==> config.mk <==
export PLATFORM = sky130hd
export DESIGN_NAME = scope_capture_ctrl
export DESIGN_NICKNAME = d
export VERILOG_FILES = /design/src/rtl/scope_cap_pkg.sv /design/src/rtl/scope_trig_schmitt.sv /design/src/rtl/scope_miss_timer.sv /design/src/rtl/scope_capture_seq.sv /design/src/rtl/scope_capture_ctrl.sv
export SDC_FILE = /design/constraint.sdc
export NUM_CORES = 1
export LEC_CHECK = 0
export ABC_CLOCK_PERIOD_IN_PS = 4700
export CORE_MARGIN = 5
export CORE_UTILIZATION = 55
export CTS_BUF_LIST = sky130_fd_sc_hd__clkbuf_4
export DETAILED_ROUTE_END_ITERATION = 8
export GPL_TIMING_DRIVEN = 0
export PLACE_DENSITY = 0.83
export SLEW_MARGIN = 20
export SYNTH_ARGS = -nofsm -noshare
export SYNTH_HDL_FRONTEND = slang
export SYNTH_HIERARCHICAL = 1
export SYNTH_SLANG_ARGS = --single-unit
==> constraint.sdc <==
create_clock -name clk -period 4.7 [get_ports clk]
set_clock_uncertainty 0.15 [all_clocks]
set_input_delay 1.175 -clock clk [delete_from_list [all_inputs] [get_ports clk]]
set_output_delay 1.175 -clock clk [all_outputs]
set_load 0.05 [all_outputs]
==> src/rtl/scope_cap_pkg.sv <==
package scope_cap_pkg;

  typedef enum logic [1:0] {
    ST_ARMED = 2'd0,
    ST_CAPT  = 2'd1,
    ST_HOLD  = 2'd2,
    ST_FILL  = 2'd3
  } cap_st_e;

  localparam logic [1:0] CFG_LEVEL = 2'd0;
  localparam logic [1:0] CFG_HYST  = 2'd1;
  localparam logic [1:0] CFG_LIMIT = 2'd2;

endpackage

==> src/rtl/scope_trig_schmitt.sv <==
module scope_trig_schmitt #(
  parameter int DATA_W = 8
) (
  input  logic              clk,
  input  logic              rst_n,
  input  logic              smp_valid,
  input  logic              smp_is_ch1,
  input  logic [DATA_W-1:0] smp_hi,
  input  logic [DATA_W-1:0] level,
  input  logic [DATA_W-1:0] hyst,
  output logic              fire
);

  logic            armed_q, armed_d;
  logic [DATA_W:0] low_sum;
  logic            below_band, above_lvl, sample_en;

  assign sample_en  = smp_valid & smp_is_ch1;
  assign low_sum    = {1'b0, smp_hi} + {1'b0, hyst};
  assign below_band = low_sum < {1'b0, level};
  assign above_lvl  = smp_hi > level;
  assign fire       = sample_en & armed_q & above_lvl;

  always_comb begin
    armed_d = armed_q;
    if (sample_en) begin
      if (fire)            armed_d = 1'b0;
      else if (below_band) armed_d = 1'b1;
    end
  end

  always_ff @(posedge clk or negedge rst_n) begin
    if (!rst_n) armed_q <= 1'b0;
    else        armed_q <= armed_d;
  end


  disarm_after_fire_chk: assert property (@(posedge clk) disable iff (!rst_n)
    fire |=> !armed_q);

endmodule

==> src/rtl/scope_miss_timer.sv <==
module scope_miss_timer #(
  parameter int PER_W = 10,
  parameter int LIM_W = 8
) (
  input  logic             clk,
  input  logic             rst_n,
  input  logic             count_en,
  input  logic             clear,
  input  logic [LIM_W-1:0] limit,
  output logic             timeout
);

  logic [PER_W-1:0] per_q, per_d;
  logic [LIM_W-1:0] miss_q, miss_d;
  logic [LIM_W:0]   miss_inc;
  logic             wrap;

  assign wrap     = count_en & (&per_q);
  assign miss_inc = {1'b0, miss_q} + 1'b1;
  assign timeout  = wrap & (limit != '0) & (miss_inc >= {1'b0, limit});

  always_comb begin
    per_d  = per_q;
    miss_d = miss_q;
    if (clear || timeout) begin
      per_d  = '0;
      miss_d = '0;
    end else if (count_en) begin
      per_d = per_q + 1'b1;
      if (wrap && !(&miss_q)) miss_d = miss_q + 1'b1;
    end
  end

  always_ff @(posedge clk or negedge rst_n) begin
    if (!rst_n) begin
      per_q  <= '0;
      miss_q <= '0;
    end else begin
      per_q  <= per_d;
      miss_q <= miss_d;
    end
  end


  no_fill_when_disabled_chk: assert property (@(posedge clk) disable iff (!rst_n)
    (limit == '0) |-> !timeout);

endmodule

==> src/rtl/scope_capture_seq.sv <==
module scope_capture_seq
  import scope_cap_pkg::*;
#(
  parameter int ADDR_W = 10,
  parameter int DATA_W = 8
) (
  input  logic              clk,
  input  logic              rst_n,
  input  logic              smp_valid,
  input  logic              smp_ch2,
  input  logic [DATA_W-1:0] smp_hi,
  input  logic              fire,
  input  logic              timeout,
  input  logic              hold,
  output logic              wr_en,
  output logic [ADDR_W-1:0] wr_addr,
  output logic [DATA_W-1:0] wr_data,
  output logic              busy,
  output logic              done,
  output logic              armed
);

  cap_st_e           st_q, st_d, end_st;
  logic [ADDR_W-1:0] cnt_q, cnt_d;
  logic              wen_q, wen_d;
  logic [ADDR_W-1:0] waddr_q, waddr_d;
  logic [DATA_W-1:0] wdata_q, wdata_d;
  logic              pair_last, fill_last;

  assign end_st    = hold ? ST_HOLD : ST_ARMED;
  assign pair_last = &cnt_q[ADDR_W-1:1];
  assign fill_last = &cnt_q;

  always_comb begin
    st_d    = st_q;
    cnt_d   = cnt_q;
    wen_d   = 1'b0;
    waddr_d = waddr_q;
    wdata_d = wdata_q;
    unique case (st_q)
      ST_ARMED: begin
        if (fire) begin
          st_d  = ST_CAPT;
          cnt_d = '0;
        end else if (timeout) begin
          st_d  = ST_FILL;
          cnt_d = '0;
        end
      end
      ST_CAPT: begin
        if (smp_valid) begin
          wen_d   = 1'b1;
          waddr_d = {cnt_q[ADDR_W-1:1], ~smp_ch2};
          wdata_d = smp_hi;
          if (!smp_ch2) begin
            if (pair_last) st_d = end_st;
            else           cnt_d = cnt_q + ADDR_W'(2);
          end
        end
      end
      ST_FILL: begin
        wen_d   = 1'b1;
        waddr_d = cnt_q;
        wdata_d = '0;
        cnt_d   = cnt_q + 1'b1;
        if (fill_last) st_d = end_st;
      end
      ST_HOLD: begin
        if (!hold) st_d = ST_ARMED;
      end
      default: st_d = ST_ARMED;
    endcase
  end

  always_ff @(posedge clk or negedge rst_n) begin
    if (!rst_n) begin
      st_q    <= ST_ARMED;
      cnt_q   <= '0;
      wen_q   <= 1'b0;
      waddr_q <= '0;
      wdata_q <= '0;
    end else begin
      st_q    <= st_d;
      cnt_q   <= cnt_d;
      wen_q   <= wen_d;
      waddr_q <= waddr_d;
      wdata_q <= wdata_d;
    end
  end

  assign wr_en   = wen_q;
  assign wr_addr = waddr_q;
  assign wr_data = wdata_q;
  assign busy    = (st_q == ST_CAPT) | (st_q == ST_FILL);
  assign done    = (st_q == ST_HOLD);
  assign armed   = (st_q == ST_ARMED);


  parity_by_channel_chk: assert property (@(posedge clk) disable iff (!rst_n)
    (st_q == ST_CAPT && smp_valid) |=> (wen_q && (waddr_q[0] == !$past(smp_ch2))));


  quiet_while_armed_chk: assert property (@(posedge clk) disable iff (!rst_n)
    (st_q == ST_ARMED) |=> !wen_q);


  quiet_while_held_chk: assert property (@(posedge clk) disable iff (!rst_n)
    (st_q == ST_HOLD) |=> !wen_q);


  zero_fill_data_chk: assert property (@(posedge clk) disable iff (!rst_n)
    (st_q == ST_FILL) |=> (wen_q && wdata_q == '0));

endmodule

==> src/rtl/scope_capture_ctrl.sv <==
module scope_capture_ctrl
  import scope_cap_pkg::*;
#(
  parameter int          SMP_W     = 12,
  parameter int          DATA_W    = 8,
  parameter int          ADDR_W    = 10,
  parameter int          LIM_W     = 8,
  parameter logic [7:0]  DEF_LEVEL = 8'h80,
  parameter logic [7:0]  DEF_HYST  = 8'h04,
  parameter logic [7:0]  DEF_LIMIT = 8'h04
) (
  input  logic              clk,
  input  logic              rst_n,
  input  logic              smp_valid,
  input  logic              smp_ch2,
  input  logic [SMP_W-1:0]  smp_data,
  input  logic              cfg_we,
  input  logic [1:0]        cfg_sel,
  input  logic [DATA_W-1:0] cfg_wdata,
  input  logic              hold_mode,
  output logic              mem_we,
  output logic [ADDR_W-1:0] mem_addr,
  output logic [DATA_W-1:0] mem_wdata,
  output logic              busy,
  output logic              done
);

  function automatic logic [DATA_W-1:0] top_bits(input logic [SMP_W-1:0] v);
    return v[SMP_W-1 -: DATA_W];
  endfunction

  logic [DATA_W-1:0] level_q, level_d;
  logic [DATA_W-1:0] hyst_q, hyst_d;
  logic [LIM_W-1:0]  limit_q, limit_d;
  logic [DATA_W-1:0] smp_hi;
  logic              fire, timeout, armed, accept;

  assign smp_hi = top_bits(smp_data);
  assign accept = armed & fire;

  always_comb begin
    level_d = level_q;
    hyst_d  = hyst_q;
    limit_d = limit_q;
    if (cfg_we) begin
      unique case (cfg_sel)
        CFG_LEVEL: level_d = cfg_wdata;
        CFG_HYST:  hyst_d  = cfg_wdata;
        CFG_LIMIT: limit_d = LIM_W'(cfg_wdata);
        default: ;
      endcase
    end
  end

  always_ff @(posedge clk or negedge rst_n) begin
    if (!rst_n) begin
      level_q <= DATA_W'(DEF_LEVEL);
      hyst_q  <= DATA_W'(DEF_HYST);
      limit_q <= LIM_W'(DEF_LIMIT);
    end else begin
      level_q <= level_d;
      hyst_q  <= hyst_d;
      limit_q <= limit_d;
    end
  end

  scope_trig_schmitt #(.DATA_W(DATA_W)) i_trig (
    .clk        (clk),
    .rst_n      (rst_n),
    .smp_valid  (smp_valid),
    .smp_is_ch1 (~smp_ch2),
    .smp_hi     (smp_hi),
    .level      (level_q),
    .hyst       (hyst_q),
    .fire       (fire)
  );

  scope_miss_timer #(.PER_W(ADDR_W), .LIM_W(LIM_W)) i_timer (
    .clk      (clk),
    .rst_n    (rst_n),
    .count_en (armed & smp_valid),
    .clear    (accept),
    .limit    (limit_q),
    .timeout  (timeout)
  );

  scope_capture_seq #(.ADDR_W(ADDR_W), .DATA_W(DATA_W)) i_seq (
    .clk       (clk),
    .rst_n     (rst_n),
    .smp_valid (smp_valid),
    .smp_ch2   (smp_ch2),
    .smp_hi    (smp_hi),
    .fire      (fire),
    .timeout   (timeout),
    .hold      (hold_mode),
    .wr_en     (mem_we),
    .wr_addr   (mem_addr),
    .wr_data   (mem_wdata),
    .busy      (busy),
    .done      (done),
    .armed     (armed)
  );


  no_write_on_start_chk: assert property (@(posedge clk) disable iff (!rst_n)
    $rose(busy) |-> !mem_we);

endmodule

==> results.ini, run 1 <==
[die]
fp-row-count = 33
start_util_pct = 56.4
die_h_um = 102
core_mm2 = 0.00822
dieWidth_um = 102
dieArea_mm2 = 0.0104
ios = 49

[place]
dp_cells = 590
dp_hpwl_um = 7460
io_buffers = 44
gp_congestion = 0.902
place_area_mm2 = 0.00523
pre_cts_slack_ns = 0.134

[synth]
synth_top_cell_area_share_pct = 38.4
synth_most_common_cell = dfrtp_1
yosys_register_bits = 74
synthTopCellsByCount = 71 x dfrtp_1, 37 x ha_1, 31 x mux2_2
synth-warning-count = 6
syn-num-nets = 506
syn_area_mm2 = 0.00463
synth_edf_count = 0
synthCells = 440
ys_types = 70
async_reset_ff_share_pct = 100
avgSynthCellArea_um2 = 10.5
synth_ff_type = dfrtp_1
synth_top_cell_by_area = dfrtp_1
yosysSeqAreaShare_pct = 40.1
synth_area_leaders = dfrtp_1 38%, ha_1 10%, mux2_2 7.5%

[routing]
drtIter0Drc = 140
vias = 3551
drtPass1Iterations = 4
wl_per_cell_um = 16.1
routed_via_density = 5.86
drc = 0
routed_wl_um = 9760
antenna_left = 0

[power]
power_density_mw_per_mm2 = 268
power_mw = 1.44
peakVddDrop_v = 0.000156
static-leakage-power_nw = 2.38

[clock_network]
cts_buffers = 9
postCtsSetupBuffers = 0
clock_latency_ns = 0.42
path_clk_slew_ns = 0.13
cts_hold_buf = 0
h-tree-depth = 3
cts-root-buf = clkbuf_4
cts-resized-gates = 0
cts_tree = done
numClockSinks = 74
cts_max_path_buffers = 2

[timing]
hold_viol_final = 0
fin_tns_setup_ns = 0
timing.final.crit_share_pct = 88.5
worst_slew_pin_slew_ns = 0.634
report.final.setup_viol = 0
max_freq_ghz = 0.240
grt_setup_unrepaired = no
slew_viol_final = 0
fin_crit_ns = 4.16
whs_ns = 0.351
maxSlewHeadroom_pct = 57.5
layout_setup_ws_ns = 0.539

[grt]
grt_max_degree = 51
grt_pass1_wl_um = 17100
gr-usage-all-layers_pct = 20.8
grt_pass1_vias = 3715
antenna_found_initial = 0
busiest_layer = met2
grt_remaining_overflow = 0
use_met3_pct = 4.75
grt_util_met1_pct = 28.1
grt_use_met2_pct = 33.6

[layout]
final_util_pct = 65.4
nets = 562
drive_gt1_share_pct = 18.0
fin_area_mm2 = 0.00537
antenna_cells = 0
instances_no_fill = 606
area_growth_pct = 16.0

[setup_path]
slowest_delay_ns = 0.57
r2r_setup_slack_ns = 0.67
cp_data_arrival_time_ns = 4.37
worstSetupPathType = in2reg
crit_required_ns = 4.91
worstSetupStartpointType = input port
worst-path-max-fanout = 11
reg2reg_from = i_timer/miss_q[0]$_DFFE_PN0P_
crit_slowest_cell = clkdlybuf4s50_1
startpoint = smp_valid
crit_chain = clkdlybuf4s50_1 > and2_1 > buf_2 > nand4_2 > or4_4 > buf_6 > a21oi_2 > o41a_4 > buf_8 > o21ba_1 > o311ai_2 > or4_1 > nand3_1
endpoint_kind = flop

[min_path]
min_from = i_seq/wr_addr[8]$_DFFE_PN0P_
hp-class = reg2reg

[run]
drv_cap = 0

[outcome]
outcome = finished clean

-- critical path, delay by kind of cell --
kind	cells	cell delay [ns]
AO/OA/AOI/OAI	4	0.70
buffers and inverters	4	1.08
AND/OR/NAND/NOR	5	1.41
-- placed cells by master, fill, tap and decap left out, types with 5 or more instances in the layout --
master and count:
a21oi_1 20, xor2_1 9, o2bb2ai_1 8, nor2b_1 12
inv_1 27, nor2_1 21, ha_1 37, dfrtp_1 71
nand2_1 25, clkbuf_4 9, nand4_1 5, clkbuf_1 7
buf_2 6, nor3_2 11, xnor2_1 14, nand3_1 13
and3_1 6, o21ai_0 13, mux2_2 31, nor3_1 7
clkdlybuf4s50_1 43
-- flip-flops by register name, summed over array words and instances (netlist names) --
| name | cells |
|---|---|
| hyst_q | 8 |
| i_seq/wr_en | 1 |
| i_timer/miss_q | 8 |
| i_seq/wr_data | 8 |
| limit_q | 8 |
| i_seq/st_q | 2 |
| i_trig/armed_q | 1 |
| i_timer/per_q | 10 |
| i_seq/wr_addr | 10 |
| level_q | 8 |
| i_seq/cnt_q | 10 |
-- final cells by class --
type	instances	area (um^2)
multi-input cells	322	2580
flip-flops and latches	74	1860
inverters	27	101
repair buffers	45	465
plain buffers	17	97.6
well taps	105	131
clock buffers	9	67.6
fillers	657	2850
clock inverters	7	76.3
-- power breakdown --
part	total [mW]	leakage (nW)	internal (mW)	switching (mW)
registers	0.716	0.905	0.684	0.0320
clock network	0.408	0.0729	0.166	0.243
logic	0.316	1.41	0.159	0.157
total	1.44	2.38	1.01	0.432
-- layer usage --
layer / up-vias / share of wire, %
li1: 1718 / -
met1: 1750 / 46
met2: 74 / 48
met3: 9 / 4.2
met4: 0 / 0.91
met5: - / 0
-- cell families after synthesis --
logic type / after synthesis / share of synthesized area, %
multiplexers: 35 / 8.43
buffers and inverters: 44 / 4.30
AND/OR/NAND/NOR: 141 / 19.1
AO/OA/AOI/OAI: 85 / 13.3
XOR/XNOR: 23 / 4.35
flip-flops: 74 / 40.1
adder cells (fa/ha/maj): 38 / 10.4
-- final timing paths --
kind / endpoint / cells past startpoint
max: i_seq/cnt_q[5]$_DFFE_PN0P_ / 13
min: i_seq/wr_addr[8]$_DFFE_PN0P_ / 2
max reg2reg: i_seq/cnt_q[4]$_DFFE_PN0P_ / 14
min reg2reg: i_seq/wr_addr[8]$_DFFE_PN0P_ / 2
max in group asynchronous: level_q[7]$_DFFE_PN1P_ / 2
min in group asynchronous: i_seq/wr_data[0]$_DFFE_PN0P_ / 1
Power figures use the tool's default switching activity.
==> run 2: changes to the inputs <==
--- a/config.mk
+++ b/config.mk
@@ -10,8 +10,9 @@
 export CORE_UTILIZATION = 55
 export CTS_BUF_LIST = sky130_fd_sc_hd__clkbuf_4
 export DETAILED_ROUTE_END_ITERATION = 8
+export DONT_BUFFER_PORTS = 1
 export GPL_TIMING_DRIVEN = 0
-export PLACE_DENSITY = 0.83
+export PLACE_DENSITY = 0.75
 export SLEW_MARGIN = 20
 export SYNTH_ARGS = -nofsm -noshare
 export SYNTH_HDL_FRONTEND = slang
==> results.ini, run 2 (synthesized netlist as in run 1, its figures left out) <==
[setup_path]
r2r_setup_slack_ns = 0.62  ; was 0.67 ns
worst-path-max-fanout = 11  ; unchanged
worstSetupStartpointType = flop  ; was input port
crit_required_ns = 4.85  ; was 4.91 ns
endpoint_kind = flop  ; unchanged
worstSetupPathType = reg2reg  ; was in2reg
cp_data_arrival_time_ns = 4.23  ; was 4.37 ns

[power]
peakVddDrop_v = 0.000156  ; about the same
static-leakage-power_nw = 2.22  ; was 2.38 nW
power_density_mw_per_mm2 = 305  ; was 268 mW/mm^2

[grt]
use_met3_pct = 3.99  ; was 4.75%
grt_remaining_overflow = 0  ; unchanged
gr-usage-all-layers_pct = 20.2  ; was 20.8%
grt_max_degree = 75  ; was 51
antenna_found_initial = 0  ; unchanged
grt_util_met1_pct = 27.6  ; was 28.1%
grt_pass1_wl_um = 16500  ; was 17100 um
grt_use_met2_pct = 32.1  ; was 33.6%
grt_pass1_vias = 3395  ; was 3715
busiest_layer = met2  ; unchanged

[layout]
fin_area_mm2 = 0.00495  ; was 0.00537 mm^2
antenna_cells = 0  ; unchanged
final_cell_mix = 71 x dfrtp_1, 37 x ha_1, 31 x mux2_2  ; was 71 x dfrtp_1, 43 x clkdlybuf4s50_1, 37 x ha_1
area_growth_pct = 6.92  ; was 16.0%
drive_gt1_share_pct = 19.3  ; was 18.0%
nets = 517  ; was 562
layout_commonest_cell = dfrtp_1  ; unchanged

[clock_network]
cts-resized-gates = 0  ; unchanged
cts_hold_buf = 0  ; unchanged
clock_latency_ns = 0.43  ; was 0.42 ns
path_clk_slew_ns = 0.14  ; was 0.13 ns
cts-root-buf = clkbuf_4  ; unchanged
cts_buffers = 9  ; unchanged
postCtsSetupBuffers = 0  ; unchanged
h-tree-depth = 3  ; unchanged
numClockSinks = 74  ; unchanged
cts_max_path_buffers = 2  ; unchanged
cts_tree = done  ; unchanged

[timing]
worst_slew_pin_slew_ns = 0.596  ; was 0.634 ns
slew_viol_final = 0  ; unchanged
fin_crit_ns = 4.08  ; was 4.16 ns
fin_tns_setup_ns = 0  ; unchanged
report.final.setup_viol = 0  ; unchanged
max_freq_ghz = 0.245  ; was 0.240 GHz
timing.final.crit_share_pct = 86.7  ; was 88.5%
maxSlewHeadroom_pct = 60.1  ; was 57.5%
grt_setup_unrepaired = no  ; unchanged
hold_viol_final = 0  ; unchanged

[die]
start_util_pct = 56.4  ; unchanged
die_h_um = 102  ; unchanged
ios = 49  ; unchanged
dieWidth_um = 102  ; unchanged
dieArea_mm2 = 0.0104  ; unchanged
core_mm2 = 0.00822  ; unchanged
fp-row-count = 33  ; unchanged

[routing]
drtPass1Iterations = 5  ; was 4
drc = 0  ; unchanged
routed_wl_um = 9620  ; was 9760 um
antenna_left = 0  ; unchanged
routed_via_density = 6.04  ; was 5.86
wl_per_cell_um = 17.2  ; was 16.1 um
vias = 3386  ; was 3551
drtIter0Drc = 137  ; was 140

[min_path]
hp-class = in2async  ; was reg2reg

[place]
place_area_mm2 = 0.00476  ; was 0.00523 mm^2
gp_congestion = 0.870  ; was 0.902
io_buffers = 0  ; was 44
dp_hpwl_um = 7170  ; was 7460 um

[outcome]
outcome = finished clean  ; unchanged

[run]
drv_cap = 0  ; unchanged

[run 2: final cells by class]
class / count / area (um^2)
buffer: 17 / 97.6
inverter: 27 / 101
fill: 686 / 3270
tap: 105 / 131
clock buffer: 10 / 75.1
sequential: 74 / 1860
clock inverter: 6 / 114
multi-input combinational: 322 / 2580
[run 2: final timing paths]
check | cells past startpoint | from | end
max | 14 | i_timer/miss_q[0]$_DFFE_PN0P_ | i_seq/cnt_q[4]$_DFFE_PN0P_
min | 0 | rst_n | i_seq/wr_addr[5]$_DFFE_PN0P_
max reg2reg | 14 | i_timer/miss_q[0]$_DFFE_PN0P_ | i_seq/cnt_q[4]$_DFFE_PN0P_
min reg2reg | 2 | i_trig/armed_q$_DFFE_PN0P_ | i_trig/armed_q$_DFFE_PN0P_
max in group asynchronous | 0 | rst_n | level_q[7]$_DFFE_PN1P_
min in group clk | 2 | i_trig/armed_q$_DFFE_PN0P_ | i_trig/armed_q$_DFFE_PN0P_
[run 2: metrics by stage]
| stage | util, % | instances | power (mW) | setup slack (ns) | hold WS, ns |
|---|---|---|---|---|---|
| after floorplan | - | 440 | 0.940 | 1.00 | 0.313 |
| after global routing | 60.3 | 561 | 1.60 | 0.462 | 0.233 |
| after detailed placement | 58.0 | 545 | 1.00 | 0.685 | 0.353 |
| after global placement | 58.0 | 545 | 0.984 | 0.717 | 0.337 |
| after CTS | 60.3 | 561 | 1.52 | 0.649 | 0.255 |
| final | 60.3 | 561 | 1.51 | 0.625 | 0.277 |
[run 2: worst max-delay path, stage by stage (launching register included)]
cell      delay, ns
dfrtp_1        0.42
ha_1           0.22
nand3_1        0.22
or2_2          0.39
xnor2_1        0.14
ha_1           0.29
and3_1         0.18
o21ai_0        0.07
o21ai_0        0.12
o41a_4         0.42
buf_8          0.18
o21ba_1        0.19
o311ai_2       0.51
buf_2          0.33
o221ai_1       0.14
[run 2: per-layer routing]
metal / part of all wire [%] / up-vias
li1: - / 1628
met1: 47 / 1668
met2: 48 / 78
met3: 4.1 / 12
met5: 0 / -
met4: 1.4 / 0
[run 2: power breakdown]
part | switching (mW) | internal, mW
clock | 0.243 | 0.277
combinational | 0.134 | 0.140
sequential | 0.0323 | 0.684
total | 0.410 | 1.10
